File: config.mk
export PLATFORM = sky130hd
export DESIGN_NAME = alu_acc_core
export DESIGN_NICKNAME = d
export VERILOG_FILES = /design/src/rtl/alu_acc_pkg.sv /design/src/rtl/alu_acc_decode.sv /design/src/rtl/alu_acc_addsub.sv /design/src/rtl/alu_acc_logic.sv /design/src/rtl/alu_acc_core.sv
export SDC_FILE = /design/constraint.sdc
export NUM_CORES = 1
export LEC_CHECK = 0
export CAP_MARGIN = 20
export CELL_PAD_IN_SITES_DETAIL_PLACEMENT = 0
export CELL_PAD_IN_SITES_GLOBAL_PLACEMENT = 2
export CORE_MARGIN = 2
export CORE_UTILIZATION = 31
export CTS_CLUSTER_SIZE = 30
export DETAILED_ROUTE_END_ITERATION = 12
export GPL_ROUTABILITY_DRIVEN = 0
export PLACE_DENSITY_LB_ADDON = 0.05
export SLEW_MARGIN = 10
export SYNTH_ARGS = -nofsm -noshare
export SYNTH_HDL_FRONTEND = slang
export SYNTH_SLANG_ARGS = --single-unit
File: constraint.sdc
create_clock -name clk -period 7.8 [get_ports clk]
set_input_delay 1.95 -clock clk [delete_from_list [all_inputs] [get_ports clk]]
set_output_delay 1.95 -clock clk [all_outputs]
set_load 0.005 [all_outputs]
File: src/rtl/alu_acc_pkg.sv
package alu_acc_pkg;

  typedef enum logic [3:0] {
    OPC_INC  = 4'h0,
    OPC_DEC  = 4'h1,
    OPC_ADD  = 4'h2,
    OPC_ADDC = 4'h3,
    OPC_OR   = 4'h4,
    OPC_AND  = 4'h5,
    OPC_XOR  = 4'h6,
    OPC_SUBB = 4'h9,
    OPC_CMP  = 4'hB,
    OPC_LOOP = 4'hD
  } opc_e;

  typedef enum logic [2:0] {
    LOP_PASS = 3'd0,
    LOP_INC  = 3'd1,
    LOP_DEC  = 3'd2,
    LOP_OR   = 3'd3,
    LOP_AND  = 3'd4,
    LOP_XOR  = 3'd5
  } lop_e;

  typedef struct packed {
    logic res_we;   // result is written
    logic arith;    // result comes from adder
    logic sub;      // adder subtracts
    logic cin_en;   // carry input takes part
    lop_e lop;      // non-adder function
    logic c_we;     // carry strobe
    logic flg_we;   // half carry, overflow, parity strobes
    logic cmp;      // compare operation
    logic loop;     // loop decrement
  } ctrl_t;

  localparam int OPC_W = 4;

endpackage

File: src/rtl/alu_acc_decode.sv
module alu_acc_decode
  import alu_acc_pkg::*;
(
  input  logic [OPC_W-1:0] opcode_i,
  output ctrl_t            ctrl_o
);

  always_comb begin
    ctrl_o = '0;
    ctrl_o.lop = LOP_PASS;
    case (opcode_i)
      OPC_INC:  begin ctrl_o.res_we = 1'b1; ctrl_o.lop = LOP_INC; end
      OPC_DEC:  begin ctrl_o.res_we = 1'b1; ctrl_o.lop = LOP_DEC; end
      OPC_ADD:  begin
        ctrl_o.res_we = 1'b1; ctrl_o.arith = 1'b1;
        ctrl_o.c_we   = 1'b1; ctrl_o.flg_we = 1'b1;
      end
      OPC_ADDC: begin
        ctrl_o.res_we = 1'b1; ctrl_o.arith  = 1'b1; ctrl_o.cin_en = 1'b1;
        ctrl_o.c_we   = 1'b1; ctrl_o.flg_we = 1'b1;
      end
      OPC_OR:   begin ctrl_o.res_we = 1'b1; ctrl_o.lop = LOP_OR;  end
      OPC_AND:  begin ctrl_o.res_we = 1'b1; ctrl_o.lop = LOP_AND; end
      OPC_XOR:  begin ctrl_o.res_we = 1'b1; ctrl_o.lop = LOP_XOR; end
      OPC_SUBB: begin
        ctrl_o.res_we = 1'b1; ctrl_o.arith  = 1'b1; ctrl_o.sub = 1'b1;
        ctrl_o.cin_en = 1'b1; ctrl_o.c_we   = 1'b1; ctrl_o.flg_we = 1'b1;
      end
      OPC_CMP:  begin
        ctrl_o.arith = 1'b1; ctrl_o.sub = 1'b1;
        ctrl_o.c_we  = 1'b1; ctrl_o.cmp = 1'b1;
      end
      OPC_LOOP: begin
        ctrl_o.res_we = 1'b1; ctrl_o.lop = LOP_DEC; ctrl_o.loop = 1'b1;
      end
      default:  ctrl_o = '0;
    endcase
  end

endmodule

File: src/rtl/alu_acc_addsub.sv
module alu_acc_addsub #(
  parameter int W = 8
) (
  input  logic [W-1:0] a_i,
  input  logic [W-1:0] b_i,
  input  logic         cin_i,   // add: carry in; sub: borrow in
  input  logic         sub_i,
  output logic [W-1:0] sum_o,
  output logic         c_o,     // add: carry out; sub: borrow out
  output logic         ac_o,
  output logic         ov_o
);

  localparam int H  = W / 2;
  localparam int MW = W - H;    // width of middle chunk incl. carry bit

  // Returns {ov, ac, cout, sum}, with carries in the true-adder sense.
  function automatic logic [W+2:0] chunk_add(input logic [W-1:0] a,
                                             input logic [W-1:0] b,
                                             input logic         ci);
    logic [H:0]    lo;
    logic [MW-1:0] mid;
    logic [1:0]    top;
    lo  = {1'b0, a[H-1:0]} + {1'b0, b[H-1:0]} + {{H{1'b0}}, ci};
    mid = {1'b0, a[W-2:H]} + {1'b0, b[W-2:H]} + {{(MW-1){1'b0}}, lo[H]};
    top = {1'b0, a[W-1]} + {1'b0, b[W-1]} + {1'b0, mid[MW-1]};
    return {top[1] ^ mid[MW-1], lo[H], top[1], top[0], mid[MW-2:0], lo[H-1:0]};
  endfunction

  logic [W-1:0] b_eff;
  logic         ci_eff;
  logic [W+2:0] raw;
  logic         raw_c, raw_ac;

  assign b_eff  = sub_i ? ~b_i : b_i;
  assign ci_eff = sub_i ? ~cin_i : cin_i;
  assign raw    = chunk_add(a_i, b_eff, ci_eff);
  assign raw_c  = raw[W];
  assign raw_ac = raw[W+1];

  assign sum_o = raw[W-1:0];
  assign ov_o  = raw[W+2];
  assign c_o   = sub_i ? ~raw_c  : raw_c;
  assign ac_o  = sub_i ? ~raw_ac : raw_ac;

endmodule

File: src/rtl/alu_acc_logic.sv
module alu_acc_logic
  import alu_acc_pkg::*;
#(
  parameter int W = 8
) (
  input  lop_e         lop_i,
  input  logic [W-1:0] acc_i,
  input  logic [W-1:0] opnd_i,
  output logic [W-1:0] res_o
);

  always_comb begin
    case (lop_i)
      LOP_INC: res_o = opnd_i + W'(1);
      LOP_DEC: res_o = opnd_i - W'(1);
      LOP_OR:  res_o = acc_i | opnd_i;
      LOP_AND: res_o = acc_i & opnd_i;
      LOP_XOR: res_o = acc_i ^ opnd_i;
      default: res_o = opnd_i;
    endcase
  end

endmodule

File: src/rtl/alu_acc_core.sv
module alu_acc_core
  import alu_acc_pkg::*;
#(
  parameter int W = 8
) (
  input  logic             clk,
  input  logic             rst_n,
  input  logic             issue_i,
  input  logic [OPC_W-1:0] opcode_i,
  input  logic [W-1:0]     acc_i,
  input  logic [W-1:0]     opnd_i,
  input  logic             cy_i,
  output logic [W-1:0]     res_o,
  output logic             res_we_o,
  output logic             cy_o,
  output logic             cy_we_o,
  output logic             ac_o,
  output logic             ac_we_o,
  output logic             ov_o,
  output logic             ov_we_o,
  output logic             par_o,
  output logic             par_we_o,
  output logic             neq_o,
  output logic             jump_o
);

  ctrl_t        ctrl;
  logic [W-1:0] as_sum, lg_res, nxt_res;
  logic         as_c, as_ac, as_ov;
  logic         as_cin;
  logic         cmp_ne;      // operands differ
  logic         loop_nz;     // decremented value non-zero
  logic         nxt_par;

  alu_acc_decode u_dec (
    .opcode_i (opcode_i),
    .ctrl_o   (ctrl)
  );

  assign as_cin = ctrl.cin_en & cy_i;

  alu_acc_addsub #(.W(W)) u_as (
    .a_i   (acc_i),
    .b_i   (opnd_i),
    .cin_i (as_cin),
    .sub_i (ctrl.sub),
    .sum_o (as_sum),
    .c_o   (as_c),
    .ac_o  (as_ac),
    .ov_o  (as_ov)
  );

  alu_acc_logic #(.W(W)) u_lg (
    .lop_i  (ctrl.lop),
    .acc_i  (acc_i),
    .opnd_i (opnd_i),
    .res_o  (lg_res)
  );

  assign nxt_res = ctrl.arith ? as_sum : lg_res;
  assign nxt_par = ^nxt_res;
  assign cmp_ne  = (acc_i != opnd_i);
  assign loop_nz = |lg_res;

  always_ff @(posedge clk) begin
    if (!rst_n) begin
      res_o    <= '0;
      res_we_o <= 1'b0;
      cy_o     <= 1'b0;
      cy_we_o  <= 1'b0;
      ac_o     <= 1'b0;
      ac_we_o  <= 1'b0;
      ov_o     <= 1'b0;
      ov_we_o  <= 1'b0;
      par_o    <= 1'b0;
      par_we_o <= 1'b0;
      neq_o    <= 1'b0;
      jump_o   <= 1'b0;
    end else begin
      res_we_o <= issue_i & ctrl.res_we;
      cy_we_o  <= issue_i & ctrl.c_we;
      ac_we_o  <= issue_i & ctrl.flg_we;
      ov_we_o  <= issue_i & ctrl.flg_we;
      par_we_o <= issue_i & ctrl.flg_we;
      neq_o    <= issue_i & ctrl.cmp & cmp_ne;
      jump_o   <= issue_i & ctrl.loop & loop_nz;
      if (issue_i) begin
        res_o <= nxt_res;
        cy_o  <= as_c;
        ac_o  <= as_ac;
        ov_o  <= as_ov;
        par_o <= nxt_par;
      end
    end
  end

endmodule

# Word level (Yosys, flattened, before mapping)
# Cells that the tools add are included.
[word_totals] ff_bits=17 elab_cells=72
[classes] add_sub_neg=8 eq_ne=15 mux=14 bitwise=16 n_reduce_logical=9
[ops] operator="one-hot mux 8 bit (5 select lines)" n=1
[ops] operator="two-way mux 8 bit" n=2
[ops] operator="one-hot mux 3 bit (5 select lines)" n=1
[ops] operator="== test 4 x 3 -> 1 bit, second input constant" n=3
[ops] operator="== test 4 bit, second input constant" n=3
[ops] operator="two-way mux 1 bit" n=10
[ops] operator="OR reduction 9 bit" n=1
[ops] operator="adder 8 x 1 -> 8 bit, second input constant" n=1
[ops] operator="AND 1 bit" n=8
[ops] operator="AND 8 bit" n=1
[ops] operator="== test 4 x 2 -> 1 bit, second input constant" n=2
[ops] operator="!= test 8 bit" n=1
[ops] operator="NOT 8 bit" n=1
[ops] operator="OR 8 bit" n=1
[ops] operator="OR reduction 8 bit" n=1
[ops] operator="parity 8 bit" n=1
[ops] operator="subtractor 8 x 1 -> 8 bit, second input constant" n=1
[ops] operator="XOR 8 bit" n=1
[ops] operator="== test 3 x 2 -> 1 bit, second input constant" n=2
[ops] operator="== test 3 bit, second input constant" n=2
[ops] operator="OR reduction 2 bit" n=3
[ops] operator="adder 4 x 4 -> 5 bit" n=1
[ops] operator="adder 5 x 1 -> 5 bit" n=1
[ops] operator="adder 3 x 3 -> 4 bit" n=1
[ops] operator="other kinds (10)" n=12

# Logic depth before layout (Yosys ltp)
[depth] ltp_word=11 depth_mapped=18 depth_no_buf=16

# Hierarchy
# From an unflattened synthesis, not the netlist that was laid out.
[hier_totals] cells_unflattened=301 hier_area_um2=2433.6
[by_module_without_submodules] module="alu_acc_logic" instances=1 cells_per_inst=145 area_per_inst_um2=987.2
[by_module_without_submodules] module="alu_acc_core" instances=1 cells_per_inst=91 area_per_inst_um2=914.6
[by_module_without_submodules] module="alu_acc_addsub" instances=1 cells_per_inst=39 area_per_inst_um2=366.6
[by_module_without_submodules] module="alu_acc_decode" instances=1 cells_per_inst=26 area_per_inst_um2=165.2

# Least setup slack after synthesis
# Ideal clock, no wire load.
[synth_path] path_kind="input -> register" start="input port opcode_i[3]" end="register par_o" arrival_ns=6.292 slack_ns=1.445 path_stages=18 path_buffers=2 path_cell_list="buf_2 nand2_1 or2_2 buf_1 xnor2_1 fa_1 fa_1 a21o_1 a21o_1 fa_1 fa_1 xor2_1 nor2_1 a31oi_2 xor2_1 xnor3_1 or3_1 nand3_1"
[synth_between] elab_chain_len=11
[synth_lines] element="start: declaration" line="alu_acc_core.sv:9" rtl="input logic [OPC_W-1:0] opcode_i,"
[synth_lines] element="parallel branches: the longest is 9 deep, another holds adder 4 x 4 -> 5 bit"
[synth_lines] element="two-way mux 8 bit *" line="alu_acc_core.sv:60" rtl="assign nxt_res = ctrl.arith ? as_sum : lg_res;"
[synth_lines] element="parity 8 bit *" line="alu_acc_core.sv:61" rtl="assign nxt_par = ^nxt_res;"
[synth_lines] element="end signal: assignment" line="alu_acc_core.sv:92" rtl="par_o <= nxt_par;"
[synth_lines] element="end: declaration" line="alu_acc_core.sv:21" rtl="output logic par_o,"
# Mark *: on every way between the ends.
# A chain may end at the register's enable or synchronous reset.

# Worst setup path in the final report
# Ends and elaborated chain as after synthesis.

==> impl_metrics.yaml <==
clock_network:
  cts_tree: "yes"
  cts_buffer_depth: 2
  clk_latency_ps: 250
  cts.repair.resized: 0
  cts_hold_buf: 0
  clock-root-buffer: "clkbuf_8"
  clk_pin_slew_ps: 60
  cts.sinks: 17
  postCtsSetupBuffers: 0
  numCtsBuffers: 3
  htreeDepth: 1
power_and_ir_drop:
  p_seq_frac: 0.292
  p_comb_frac: 0.519
  sw_frac_of_total: 0.3430
  switchingPower_uw: 117.5
  leakagePower_nw: 1.223
  power.total_uw: 342.4
  peakVddDrop_v: 0.00006246
  clkPwrFrac: 0.189
  powerDensity_nw_per_um2: 124.6
  internal_power_uw: 225.0
timing:
  finClkSkew_ps: 0
  maxSlewHeadroom: 0.5052
  worstMarginPinSlew_ps: 739.9
  finalSetupViolCount: 0
  finalCritPeriodShare: 0.8491
  grt_setup_unrepaired: "no"
  layout_min_cycle_time_ps: 6623
  finalSetupTns_ps: 0
  fmax_ghz: 0.1510
  slew_violations: 0
  hold_violations: 0
  timing.final.ws_setup_ps: 1177
  fin_hold_ws_ps: 476.8
floorplan:
  dieHeight_um: 88.19
  core_area_um2: 6832
  fp.dieW_um: 88.19
  dieArea_um2: 7777
  io_pins: 43
  start_util: 0.3216
  rows: 30
synthesis:
  ys_ff_latch: 17
  synth_flop_cell: "dfxtp_1"
  synth_warnings: 0
  synthCells: 257
  synth.avg_cell_area_um2: 8.549
  synthArstFlopShare: 0
  synth-edff-count: 0
  synth_seq_area_share: 0.1549
  yosys.cell_types.count: 58
  synth.net_count: 314
  synth_area_um2: 2197
cells_and_area:
  final_area_um2: 2748
  final_util: 0.4022
  area_growth_pct: 25.06
  drive_gt1_frac: 0.06441
  finalNonFillerCells: 391
  n_antenna_cell: 0
  final_nets: 353
critical_path:
  path_class: "in2reg"
  cpMostUsedCell: "fa_1"
  crit_path_cell_trace: "clkdlybuf4s50_1, buf_4, nand2_1, or2_2, xnor2_1, fa_1, fa_1, a21o_1, a21o_1, fa_1, fa_1, xor2_1, nor2_1, a31oi_2, xor2_1, xnor3_1, or3_1, nand3_1"
  slowest_stage: "clkdlybuf4s50_1"
  critPathArrivalTime_ps: 6810
  cpLargestDelayFamily: "adder cells"
  worst_setup_path_start_kind: "input pin"
  worst-path-buf-inv: 2
  slowest_delay_ps: 450
  worst-path-max-fanout: 12
  cp-end-kind: "flip-flop"
  worstPathRequired_ps: 7990
placed_design:
  dp_hpwl_um: 4750
  pre_cts_ws_ps: 908.5
  place_area_um2: 2703
  dpl.cell_count: 387
  port_buffers: 42
flow_run:
  max_cap_violations: 0
detailed_routing:
  drcViolationCount: 0
  wl_um: 5679
  drt-initial-drc-count: 73
  drt-pass1-iter-count: 5
  avgViaCountPerCell: 4.826
  postRouteAntennaNets: 0
  vias: 1887
  routedWlPerCell_um: 14.52
grt:
  grt_overflow_total: 0
  grt_pass1_wl_um: 9363
  track_usage: 0.1564
  antenna_found_initial: 0
  grt_pass1_vias: 1865
  grt_max_degree: 24
worst_hold_path:
  hold_path_class: "reg2reg"
outcome:
  status: "complete, no violations"
worst register-to-register path: stages, from the launching register on:
cell     delay, ps
dfxtp_1        310
inv_1           50
mux2i_1         50
and2_1         180
state kept, by name, summed over array words and instances, names as in the netlist:
signal and count:
res_o 8, ac_o 1, cy_o 1, cy_we_o 1, jump_o 1, neq_o 1, ov_o 1, par_o 1
par_we_o 1, res_we_o 1
power groups by stage:
stage               Clock [mW]  Combinational, mW  Sequential (mW)
finish                  0.0649              0.178           0.0999
global route            0.0702              0.200            0.101
CTS                     0.0684              0.180            0.100
detailed placement           0              0.179            0.102
global placement             0              0.179            0.102
floorplan                    0              0.117            0.102
cell usage after synthesis, drive strengths merged (2+ instances only):
master  count  area, µm²
nor2b      14      87.58
a21oi      12      63.81
inv        24      90.09
o21a        2      15.01
nor2       11      41.29
nand3b      2      15.01
xor2        7      61.31
nand3       3      20.02
nor4        2      12.51
and2        2      12.51
o21ai       8      43.79
dfxtp      17      340.3
buf        11      61.31
a21o       10      75.07
a222oi      2      20.02
mux2i      16      163.9
a221o       2      20.02
or2b        2      15.01
ha         27      337.8
or2         2      12.51
nor3b       4      35.03
nor3        2      10.01
fa          6      120.1
nand2      17      63.81
xnor2      15      131.4
a211oi      2      15.01
nand2b      4      25.02
a211o       5      43.79
a31oi       5      43.79
cells by family (layout without fill, tap and decap cells):
group	Yosys count	count (layout)	share of synthesized area
fa+ha+maj	33	33	0.2084
compound gates	60	60	0.2044
mux	17	17	0.07972
simple gates	71	71	0.1839
xor+xnor	23	23	0.09795
flops	17	17	0.1549
buf+inv	36	74	0.07062
layer usage:
| layer | share of wire | up-vias | track usage |
|---|---|---|---|
| li1 | - | 978 | - |
| met1 | 0.49 | 862 | 0.2101 |
| met2 | 0.45 | 38 | 0.2652 |
| met3 | 0.044 | 9 | 0.02733 |
| met4 | 0.010 | 0 | 0.02893 |
| met5 | 0 | - | 0 |
layout make-up:
| cell class | count | area (µm²) |
|---|---|---|
| fillers | 744 | 4084 |
| multi-input cells | 204 | 1702 |
| repair buffers | 46 | 450.4 |
| flip-flops and latches | 17 | 340.3 |
| well taps | 96 | 120.1 |
| inverters | 24 | 90.09 |
| clock buffers | 4 | 45.04 |
worst paths after layout:
kind | from | endpoint | slack, ps | depth (start not counted)
hold / removal | cy_o | cy_o | 480 | 1
setup reg to reg | res_o[0] | res_o[0] | 7110 | 3
hold reg to reg | cy_o | cy_o | 480 | 1
setup / recovery | opcode_i[3] | par_o | 1180 | 18
cell usage in the layout, fill, tap and decap left out, types with 5 or more instances in the layout:
cell type        Yosys  layout
a21o_1              10      10
nor2b_1             14      14
mux2i_1             15      15
nand2_1             17      17
inv_1               24      24
clkdlybuf4s50_1      0      42
xor2_1               7       7
a21oi_1             11      11
xnor2_1             15      15
fa_1                 6       6
a211o_1              5       5
dfxtp_1             17      17
o21ai_0              7       7
nor2_1              11      11
ha_1                27      27
Note: power is estimated with default switching activity, not from simulation.
